**config.mk**
```make
export PLATFORM = sky130hd
export DESIGN_NAME = ts_alloc_top
export DESIGN_NICKNAME = d
export VERILOG_FILES = /design/src/rtl/ts_alloc_pkg.sv /design/src/rtl/ts_clock.sv /design/src/rtl/ts_out_alloc.sv /design/src/rtl/ts_alloc_top.sv
export SDC_FILE = /design/constraint.sdc
export NUM_CORES = 1
export LEC_CHECK = 0
export ABC_CLOCK_PERIOD_IN_PS = 26200
export BUFFER_PORTS_ARGS = -buffer_cell sky130_fd_sc_hd__buf_2
export CORE_MARGIN = 2
export CORE_UTILIZATION = 48
export DETAILED_ROUTE_END_ITERATION = 10
export HOLD_SLACK_MARGIN = 0.15
export PLACE_DENSITY_LB_ADDON = 0.2
export RECOVER_POWER = 25
export REMOVE_ABC_BUFFERS = 1
export SKIP_LAST_GASP = 1
export SLEW_MARGIN = 25
export SYNTH_ARGS = -nofsm -noshare
export SYNTH_HDL_FRONTEND = slang
export SYNTH_HIERARCHICAL = 1
export SYNTH_SLANG_ARGS = --single-unit
```
**constraint.sdc**
```tcl
create_clock -name clk -period 26.2 [get_ports clk]
set_input_delay 5.24 -clock clk [delete_from_list [all_inputs] [get_ports clk]]
set_output_delay 5.24 -clock clk [all_outputs]
set_load 0.02 [all_outputs]
```
**src/rtl/ts_alloc_pkg.sv**
```systemverilog
package ts_alloc_pkg;
  localparam int PORT_W = 3;

  typedef enum logic [PORT_W-1:0] {
    PT_LOCAL = 3'd0,
    PT_NORTH = 3'd1,
    PT_EAST  = 3'd2,
    PT_SOUTH = 3'd3,
    PT_WEST  = 3'd4
  } port_e;
endpackage

```
**src/rtl/ts_clock.sv**
```systemverilog
module ts_clock #(
  parameter int TS_W = 8
) (
  input  logic            clk,
  input  logic            rst,
  output logic [TS_W-1:0] now
);
  always_ff @(posedge clk) begin
    if (rst) now <= '0;
    else     now <= now + 1'b1;
  end

  AST_NOW_STEP: assert property (@(posedge clk) disable iff (rst)
    !$past(rst) |-> now == TS_W'($past(now) + 1'b1));
endmodule

```
**src/rtl/ts_out_alloc.sv**
```systemverilog
module ts_out_alloc #(
  parameter int NUM_IN = 5,
  parameter int TS_W   = 8,
  parameter int CAP    = 64
) (
  input  logic                   clk,
  input  logic                   rst,
  input  logic [TS_W-1:0]        now,
  input  logic [NUM_IN-1:0]      match,
  input  logic                   cxl_hit,
  input  logic [TS_W-1:0]        cxl_ts,
  output logic [NUM_IN-1:0]      grant,
  output logic [NUM_IN*TS_W-1:0] slot_flat
);
  localparam logic [TS_W-1:0] CAP_V = TS_W'(CAP);

  logic            act_q, act_c, act_n;
  logic [TS_W-1:0] tail_q, tail_c, tail_n;
  logic [TS_W-1:0] base, cnt, slot, ahead;
  logic            rel;

  always_comb begin
    // cancel is applied before the new requests of the same cycle
    rel    = cxl_hit && act_q && (cxl_ts == tail_q) && (tail_q != now);
    act_c  = act_q;
    tail_c = tail_q;
    if (rel) begin
      if (TS_W'(tail_q - now) == TS_W'(1)) act_c  = 1'b0;
      else                                 tail_c = tail_q - 1'b1;
    end
    base      = act_c ? tail_c + 1'b1 : now + 1'b1;
    cnt       = '0;
    grant     = '0;
    slot_flat = '0;
    slot      = '0;
    ahead     = '0;
    for (int i = 0; i < NUM_IN; i++) begin
      slot  = base + cnt;
      ahead = slot - now;
      slot_flat[i*TS_W +: TS_W] = slot;
      if (match[i] && (ahead <= CAP_V)) begin
        grant[i] = 1'b1;
        cnt      = cnt + 1'b1;
      end
    end
    if (cnt != '0) begin
      act_n  = 1'b1;
      tail_n = base + cnt - 1'b1;
    end else begin
      act_n  = act_c;
      tail_n = tail_c;
    end
    if (act_n && (tail_n == now)) act_n = 1'b0;
  end

  always_ff @(posedge clk) begin
    if (rst) begin
      act_q  <= 1'b0;
      tail_q <= '0;
    end else begin
      act_q  <= act_n;
      tail_q <= tail_n;
    end
  end

  AST_CAP_HELD: assert property (@(posedge clk) disable iff (rst)
    act_q |-> TS_W'(tail_q - now) <= CAP_V);

  AST_TAIL_FWD: assert property (@(posedge clk) disable iff (rst)
    (!$past(rst) && !$past(rel) && act_q && $past(act_q))
      |-> TS_W'(tail_q - $past(tail_q)) <= TS_W'(NUM_IN));
endmodule

```
**src/rtl/ts_alloc_top.sv**
```systemverilog
module ts_alloc_top
  import ts_alloc_pkg::*;
#(
  parameter int NUM_IN  = 5,
  parameter int NUM_OUT = 5,
  parameter int TS_W    = 8,
  parameter int CAP     = 64
) (
  input  logic                     clk,
  input  logic                     rst,
  input  logic [NUM_IN-1:0]        req_valid,
  input  logic [NUM_IN*PORT_W-1:0] req_port,
  input  logic                     cancel_valid,
  input  logic [PORT_W-1:0]        cancel_port,
  input  logic [TS_W-1:0]          cancel_ts,
  output logic [TS_W-1:0]          now,
  output logic [NUM_IN-1:0]        grant_valid,
  output logic [NUM_IN*TS_W-1:0]   grant_ts
);
  logic [NUM_OUT-1:0][NUM_IN-1:0]      match;
  logic [NUM_OUT-1:0][NUM_IN-1:0]      og;
  logic [NUM_OUT-1:0][NUM_IN*TS_W-1:0] os;
  logic [NUM_IN-1:0]                   gv_c;
  logic [NUM_IN*TS_W-1:0]              ts_c;

  ts_clock #(.TS_W(TS_W)) u_clock (.clk(clk), .rst(rst), .now(now));

  for (genvar o = 0; o < NUM_OUT; o++) begin : g_out
    for (genvar i = 0; i < NUM_IN; i++) begin : g_dec
      assign match[o][i] = req_valid[i] && (req_port[i*PORT_W +: PORT_W] == PORT_W'(o));
    end
    ts_out_alloc #(.NUM_IN(NUM_IN), .TS_W(TS_W), .CAP(CAP)) u_alloc (
      .clk      (clk),
      .rst      (rst),
      .now      (now),
      .match    (match[o]),
      .cxl_hit  (cancel_valid && (cancel_port == PORT_W'(o))),
      .cxl_ts   (cancel_ts),
      .grant    (og[o]),
      .slot_flat(os[o])
    );
  end

  always_comb begin
    gv_c = '0;
    ts_c = '0;
    for (int o = 0; o < NUM_OUT; o++) begin
      for (int i = 0; i < NUM_IN; i++) begin
        if (og[o][i]) begin
          gv_c[i] = 1'b1;
          ts_c[i*TS_W +: TS_W] = os[o][i*TS_W +: TS_W];
        end
      end
    end
  end

  always_ff @(posedge clk) begin
    if (rst) begin
      grant_valid <= '0;
      grant_ts    <= '0;
    end else begin
      grant_valid <= gv_c;
      grant_ts    <= ts_c;
    end
  end

  for (genvar i = 0; i < NUM_IN; i++) begin : g_chk
    logic [TS_W-1:0] ts_i;
    assign ts_i = grant_ts[i*TS_W +: TS_W];

    AST_GRANT_HAS_REQ: assert property (@(posedge clk) disable iff (rst)
      grant_valid[i] |-> $past(req_valid[i]));

    AST_TS_AHEAD: assert property (@(posedge clk) disable iff (rst)
      grant_valid[i] |-> TS_W'(ts_i - now) <= TS_W'(CAP - 1));
  end
endmodule

```
* After elaboration in Yosys (flattened, before gate mapping) *
Cells that the tools add are included.
W data, S select, Z words.

word-level totals
  register bits = 98
  input bits = 34
  output and inout port bits = 53
  logic and storage cells = 399

operators by class
  add/sub/neg operators = 91
  $lt $le $gt $ge = 25
  eq/ne operators = 44
  mux-type cells = 135
  reductions and logical operators = 91

operators with widths
  cell                   count
  $mux W8                65
  $sub A8 B8 Y8          30
  $le A8 B7 Y1 const B   25
  $add A8 B1 Y8 const B  21
  $add A8 B8 Y8          20
  $eq A8 B8 Y1           10
  $sub A8 B1 Y8 const B  10
  $logic_and A1 B1 Y1    75
  $mux W1                70
  $add A8 B1 Y8          5
  $eq A8 B1 Y1 const B   5
  $ne A8 B8 Y1           5
  $reduce_bool A8 Y1     5
  $eq A3 B2 Y1 const B   12
  $eq A3 B1 Y1 const B   6
  $eq A3 B3 Y1 const B   6
  $logic_not A3 Y1       6
  $add A1 B1 Y2 const B  5
  $reduce_or A2 Y1       5

* Longest topological paths before layout *
Gate-level depths: netlist of the first run.

  depth after elaboration = 38
  mapped depth = 112

* Cells and area by module *
The synthesis of the first run kept the hierarchy.

modules (own cells, without submodules)
  module                               instances  cells each  area an instance (sq um)  seq. area each (sq um)
  ts_out_alloc (g_out[0].u_alloc ...)  3          540         4,219.0                   180.2
  ts_out_alloc (g_out[4].u_alloc)      1          576         4,440.5                   180.2
  ts_out_alloc (g_out[1].u_alloc)      1          540         4,234.1                   180.2
  ts_alloc_top                         1          420         3,425.8                   900.9
  ts_clock                             1          33          304.0                     160.2

* Least setup slack after synthesis of the first run *
OpenSTA, ideal clock, no wires.

  path type = input to register
  start = input cancel_ts[0]
  end = register g_out[1].u_alloc.act_q
  arrival time = 23.447 ns
  data required time = 26.109 ns
  path slack = 2.663 ns
  cell stages on the path = 97
  cell sequence = xor2_1 -> nor4_2 -> and4_2 -> nand2_2 -> o31ai_4 -> mux2i_1 -> nor3_1 -> nand3_1 -> xnor2_1 -> a21oi_1 -> ha_1 -> a21o_1 -> a21oi_1 -> xnor2_1 -> xnor2_1 -> o311ai_0 -> inv_1 -> ha_1 -> [61 not listed] -> nand3_1 -> inv_1 -> nand2_1 -> xor2_1 -> ha_1 -> fa_1 -> inv_1 -> a21oi_1 -> o21bai_1 -> a21oi_1 -> nor2_1 -> nor2_1 -> xor2_1 -> xnor2_1 -> nand3_1 -> o21ai_0 -> xor2_1 -> a311oi_1

RTL lines
  element               RTL line            source
  from (decl)           ts_alloc_top.sv:15  input logic [TS_W-1:0] cancel_ts,
  to (signal assigned)  ts_out_alloc.sv:61  act_q <= act_n;
  to (decl)             ts_out_alloc.sv:17  logic act_q, act_c, act_n;

==> results of run 1 <==
## metrics by stage
| stage | hold WS [ns] | total power [mW] | instances |
|---|---|---|---|
| 5_1_grt | 0.818 | 3.19 | 4059 |
| 3_5_place_dp | 0.746 | 2.71 | 4021 |
| 2_1_floorplan | 0.639 | 1.99 | 3086 |
| 6_report | 0.778 | 2.95 | 4061 |
| 3_3_place_gp | 0.741 | 2.64 | 4021 |
| 4_1_cts | 0.759 | 2.87 | 4037 |
## metal layers
layer	up-vias	part of all wire	global-route usage
li1	11800	-	-
met1	12300	0.43	0.490
met2	1160	0.43	0.578
met3	263	0.078	0.0544
met4	0	0.053	0.166
met5	-	0	0
## sequential cells by signal, summed over array words and instances, names as in the netlist
signal	cells
g_out.u_alloc/act_q	5
g_out.u_alloc/tail_q	40
grant_ts	40
grant_valid	5
u_clock/now	8
## cell type report
cell class | count | area [µm²] | share of cell area
multi-input combinational | 2694 | 21600 | 0.781
sequential | 98 | 1970 | 0.0713
timing repair buffer | 277 | 1840 | 0.0667
inverter | 294 | 1110 | 0.0400
tap | 680 | 851 | 0.0308
clock buffer | 10 | 229 | 0.00828
clock inverter | 6 | 48.8 | 0.00176
antenna | 2 | 5.00 | 0.000181
## what timing repair did
item                                   CTS  global route
setup endpoints to repair                0            21
buffers inserted                         0            22
hold buffers                             0             0
endpoints found under the hold margin    0             0
gates resized for setup                  0            68
## worst paths after layout
path	cells after the start	end	start	slack (ns)
worst min-delay path	3	u_clock/now[6]$_SDFF_PP0_	u_clock/now[6]$_SDFF_PP0_	0.78
worst max register to register	102	g_out[0].u_alloc/act_q$_SDFF_PP0_	u_clock/now[5]$_SDFF_PP0_	3.97
worst max-delay path	100	g_out[2].u_alloc/act_q$_SDFF_PP0_	cancel_ts[4]	1.22
worst min register to register	3	u_clock/now[6]$_SDFF_PP0_	u_clock/now[6]$_SDFF_PP0_	0.78
## cells in the mapped netlist (all sizes together) (25+ instances only)
| master | instances | area [µm²] |
|---|---|---|
| or3 | 36 | 250 |
| xor2 | 154 | 1420 |
| mux2i | 59 | 628 |
| a211o | 39 | 342 |
| a22oi | 44 | 330 |
| nor3 | 89 | 489 |
| nor2 | 196 | 738 |
| inv | 288 | 1080 |
| clkbuf | 31 | 118 |
| xnor2 | 289 | 2620 |
| a211oi | 29 | 293 |
| a21oi | 191 | 967 |
| dfxtp | 98 | 1960 |
| nor3b | 64 | 536 |
| nand2b | 69 | 439 |
| buf | 72 | 537 |
| a221oi | 54 | 611 |
| a21o | 65 | 488 |
| nand2 | 205 | 792 |
| o21ai | 130 | 654 |
| ha | 351 | 4390 |
| nor2b | 60 | 375 |
| nand3 | 84 | 430 |
| and2 | 40 | 258 |
| and3 | 32 | 201 |
| fa | 25 | 500 |
## power by group through the flow
stage	logic [mW]	clock network (mW)	registers, mW
after global placement	2.38	0	0.263
after detailed placement	2.44	0	0.262
final	2.55	0.144	0.262
after floorplan	1.73	0	0.254
after CTS	2.46	0.147	0.260
after global routing	2.77	0.152	0.267
## logic make-up (layout without fill, tap and decap cells)
| logic type | Yosys count | in the layout | share of synthesized area |
|---|---|---|---|
| adder cells (fa/ha/maj) | 376 | 376 | 0.195 |
| multiplexers | 81 | 81 | 0.0351 |
| buffers and inverters | 397 | 587 | 0.0702 |
| AO/OA/AOI/OAI | 769 | 769 | 0.229 |
| other | 10 | 12 | 0.00150 |
| XOR/XNOR | 449 | 449 | 0.167 |
| flip-flops | 98 | 98 | 0.0783 |
| AND/OR/NAND/NOR | 1009 | 1009 | 0.224 |
## worst register-to-register path: cells and delay by family (launching register included)
kind,cells,cell delay [ns]
AOI/OAI and AO/OA,33,6.24
xor gates and xnor gates,11,1.84
adders and majority gates,18,5.70
buffers and inverters,13,1.87
DFF,1,0.93
muxes,5,1.36
and+or+nand+nor,22,4.08
==> out/results.ini, run 1 <==
[outcome]
status=finished clean

[power]
swShare=0.537
powerDensity_nw_per_um2=107
p_leak_nw=12.1
vdd_drop_max_v=0.0000682
p_switching_mw=1.58
seq_power_share=0.089
clkPwrFrac=0.049
pwr-share-comb=0.862
p_int_mw=1.37

[logic_synthesis]
synth_edf_count=0
ys_types=129
synth-seq-cells=98
synthCells=3189
syn_area_um2=25100
ys_async_sr_fraction=0
synth_ff_type=dfxtp_1
avgSynthCellArea_um2=7.86
yosysSeqAreaShare=0.0783
ys_warn_count=6

[placed_design]
placed_area_um2=27000
pre_cts_ws_ns=0.489
port_buffers=86
place.gp.congestion=1.01
dp_hpwl_um=80500

[clocking]
cts_made_buffers=9
clk_pin_slew_ns=0.08
htreeDepth=3
cts_tree=yes
clk_latency_ns=0.42
ctsRootBufferMaster=clkbuf_16
cts_buffer_depth=2
cts_num_sinks=98

[sta]
drv_slew=0
setup_viol=0
slew_headroom=0.188
finalHoldViolations=0
rsz0062_at_grt=true
timing.final.ws_setup_ns=1.22
finClkSkew_ns=0.0336
fmax_mhz=40.0
worst_slew_pin_slew_ns=1.20
period_share=0.954
setup_tns_ns=0
finalCriticalPeriod_ns=24.98

[floorplanning]
pin_count=87
rows=83
die_h_um=233
die_area_um2=54100
fp.dieW_um=233
fp.coreArea_um2=51500
start_util=0.487

[global_routing]
grt_pass1_wl_um=149000
grt_max_degree=53
grt-ovfl-total=0
first_global_vias=24500
grt_usage=0.366
antenna_found_initial=3

[job]
timing.max_cap.violations=0

[setup_path]
cp.arrival_ns=25.24
worst-path-buf-inv=13
cpPeakStageDelay_ns=0.60
start_kind=input pin
path_max_fanout=12
crit_top_cell=ha_1
endpoint_kind=register
required_ns=26.46
cpMaxStageDelayCell=or4_4
critPathTopFamily=compound AO/OA/AOI/OAI gates
crit_type=input pin to register

[routing]
drt_iter0_markers=2245
first_pass_iters=5
drc=0
via_count=25500
vias_per_cell=6.29
ant_nets=0
routed_wl_um=101000
wl_per_cell_um=24.9

[final_layout]
nets=3784
area_growth_pct=10.3
fill_cells=5053
final_common_cell=ha_1
drive_gt1_frac=0.148
fin_area_um2=27700
post-route-util=0.537
mostFrequentLayoutCells=ha_1, inv_1, xnor2_1

[hold_path]
hold_class=register to register

Power figures use the tool's default switching activity.
==> run 2: changes to the inputs <==
Settings changed: RECOVER_POWER 25 to 100.
==> run 2 against run 1 <==
  * Hold slack better by 0.0034 ns
  * Setup slack improved by 0.0054 ns
  * Fmax about the same
  * Design area hardly changed
  * Critical path depth unchanged
==> out/results.ini, run 2 (same netlist as run 1, synthesis figures left out) <==
[clocking]
htreeDepth=3
ctsRootBufferMaster=clkbuf_16
cts_made_buffers=9
cts_tree=yes
cts_num_sinks=98
clk_pin_slew_ns=0.08
cts_buffer_depth=2
clk_latency_ns=0.42
cts_hold_buf=0

[sta]
worst_slew_pin_slew_ns=1.18
drv_slew=0
fmax_mhz=40.0
finalCriticalPeriod_ns=24.98
rsz0062_at_grt=true
finClkSkew_ns=0.0315
timing.final.ws_setup_ns=1.22
setup_viol=0
slew_headroom=0.202
finalHoldViolations=0
period_share=0.953

[routing]
wl_per_cell_um=24.9
drc=0
via_count=25400
routed_wl_um=101000
drt_iter0_markers=2295
vias_per_cell=6.26
first_pass_iters=6
ant_nets=0

[final_layout]
final_common_cell=ha_1
nets=3784
area_growth_pct=10.3
mostFrequentLayoutCells=ha_1, inv_1, xnor2_1
fill_cells=5061
reg_top3=g_out.u_alloc/tail_q: 40 flops, grant_ts: 40 flops, u_clock/now: 8 flops
post-route-util=0.537
drive_gt1_frac=0.144

[placed_design]
port_buffers=86
dp_hpwl_um=80500
pre_cts_ws_ns=0.489
place.gp.congestion=1.01

[setup_path]
crit_type=input pin to register
crit_top_cell=ha_1
required_ns=26.46
cpMaxStageDelayCell=or4_4
endpoint_kind=register
path_max_fanout=12
cp.arrival_ns=25.23
start_kind=input pin
cpPeakStageDelay_ns=0.60

[floorplanning]
die_h_um=233
rows=83
fp.dieW_um=233
start_util=0.487
die_area_um2=54100
fp.coreArea_um2=51500
pin_count=87

[global_routing]
antenna_found_initial=3
grt-ovfl-total=0
grt_pass1_wl_um=149000
first_global_vias=24500
grt_max_degree=53
grt_usage=0.366

[outcome]
status=finished clean

[power]
powerDensity_nw_per_um2=107
vdd_drop_max_v=0.0000682
p_leak_nw=12.1

[job]
timing.max_cap.violations=0

[hold_path]
hold_class=register to register

==> run 2: critical path, delay by kind of cell <==
kind	cells	cell delay, ns
fa+ha+maj	16	5.13
simple gates	26	4.90
mux	3	0.78
compound gates	31	5.43
buf+inv	13	1.83
xor+xnor	11	1.88
==> run 2: final timing paths <==
path | start | endpoint | slack (ns) | depth (start not counted)
setup / recovery | cancel_ts[4] | g_out[2].u_alloc/act_q$_SDFF_PP0_ | 1.22 | 100
hold / removal | u_clock/now[6]$_SDFF_PP0_ | u_clock/now[6]$_SDFF_PP0_ | 0.78 | 3
setup reg to reg | u_clock/now[5]$_SDFF_PP0_ | g_out[0].u_alloc/act_q$_SDFF_PP0_ | 3.93 | 102
hold reg to reg | u_clock/now[6]$_SDFF_PP0_ | u_clock/now[6]$_SDFF_PP0_ | 0.78 | 3
==> run 2: area by class of cell <==
type,count,area (µm²),area share
clock buffer,10,229,0.00828
timing repair buffer,277,1830,0.0661
tap,680,851,0.0308
multi-input combinational,2694,21600,0.781
clock inverter,6,48.8,0.00177
sequential,98,1970,0.0713
inverter,294,1110,0.0400
antenna,3,7.51,0.000272
==> run 2: where the power goes <==
group / switching, mW / internal (mW) / total, mW / leakage, nW
registers: 0.0749 / 0.187 / 0.262 / 0.798
clock network: 0.0773 / 0.0658 / 0.143 / 0.131
logic: 1.43 / 1.11 / 2.55 / 11.1
total: 1.58 / 1.37 / 2.95 / 12.1
==> run 2: timing repair <==
item,CTS,global route
buffers inserted,0,22
gates resized for setup,0,68
endpoints found under the setup margin,0,21
==> run 2: routing by layer <==
metal / share of wire / GRT usage
met5: 0 / 0
met4: 0.051 / 0.166
met3: 0.078 / 0.0544
met2: 0.44 / 0.578
met1: 0.44 / 0.490
==> run 2: through the flow <==
stage               power [mW]  instances  instance area, µm²  setup TNS [ns]  hold WS [ns]
floorplan                 1.99       3086               24400               0         0.639
detailed placement        2.71       4021               27000               0         0.746
global route              3.19       4059               27600          -0.211         0.818
global placement          2.64       4021               27000               0         0.741
finish                    2.95       4062               27600               0         0.781
CTS                       2.87       4037               27200               0         0.759
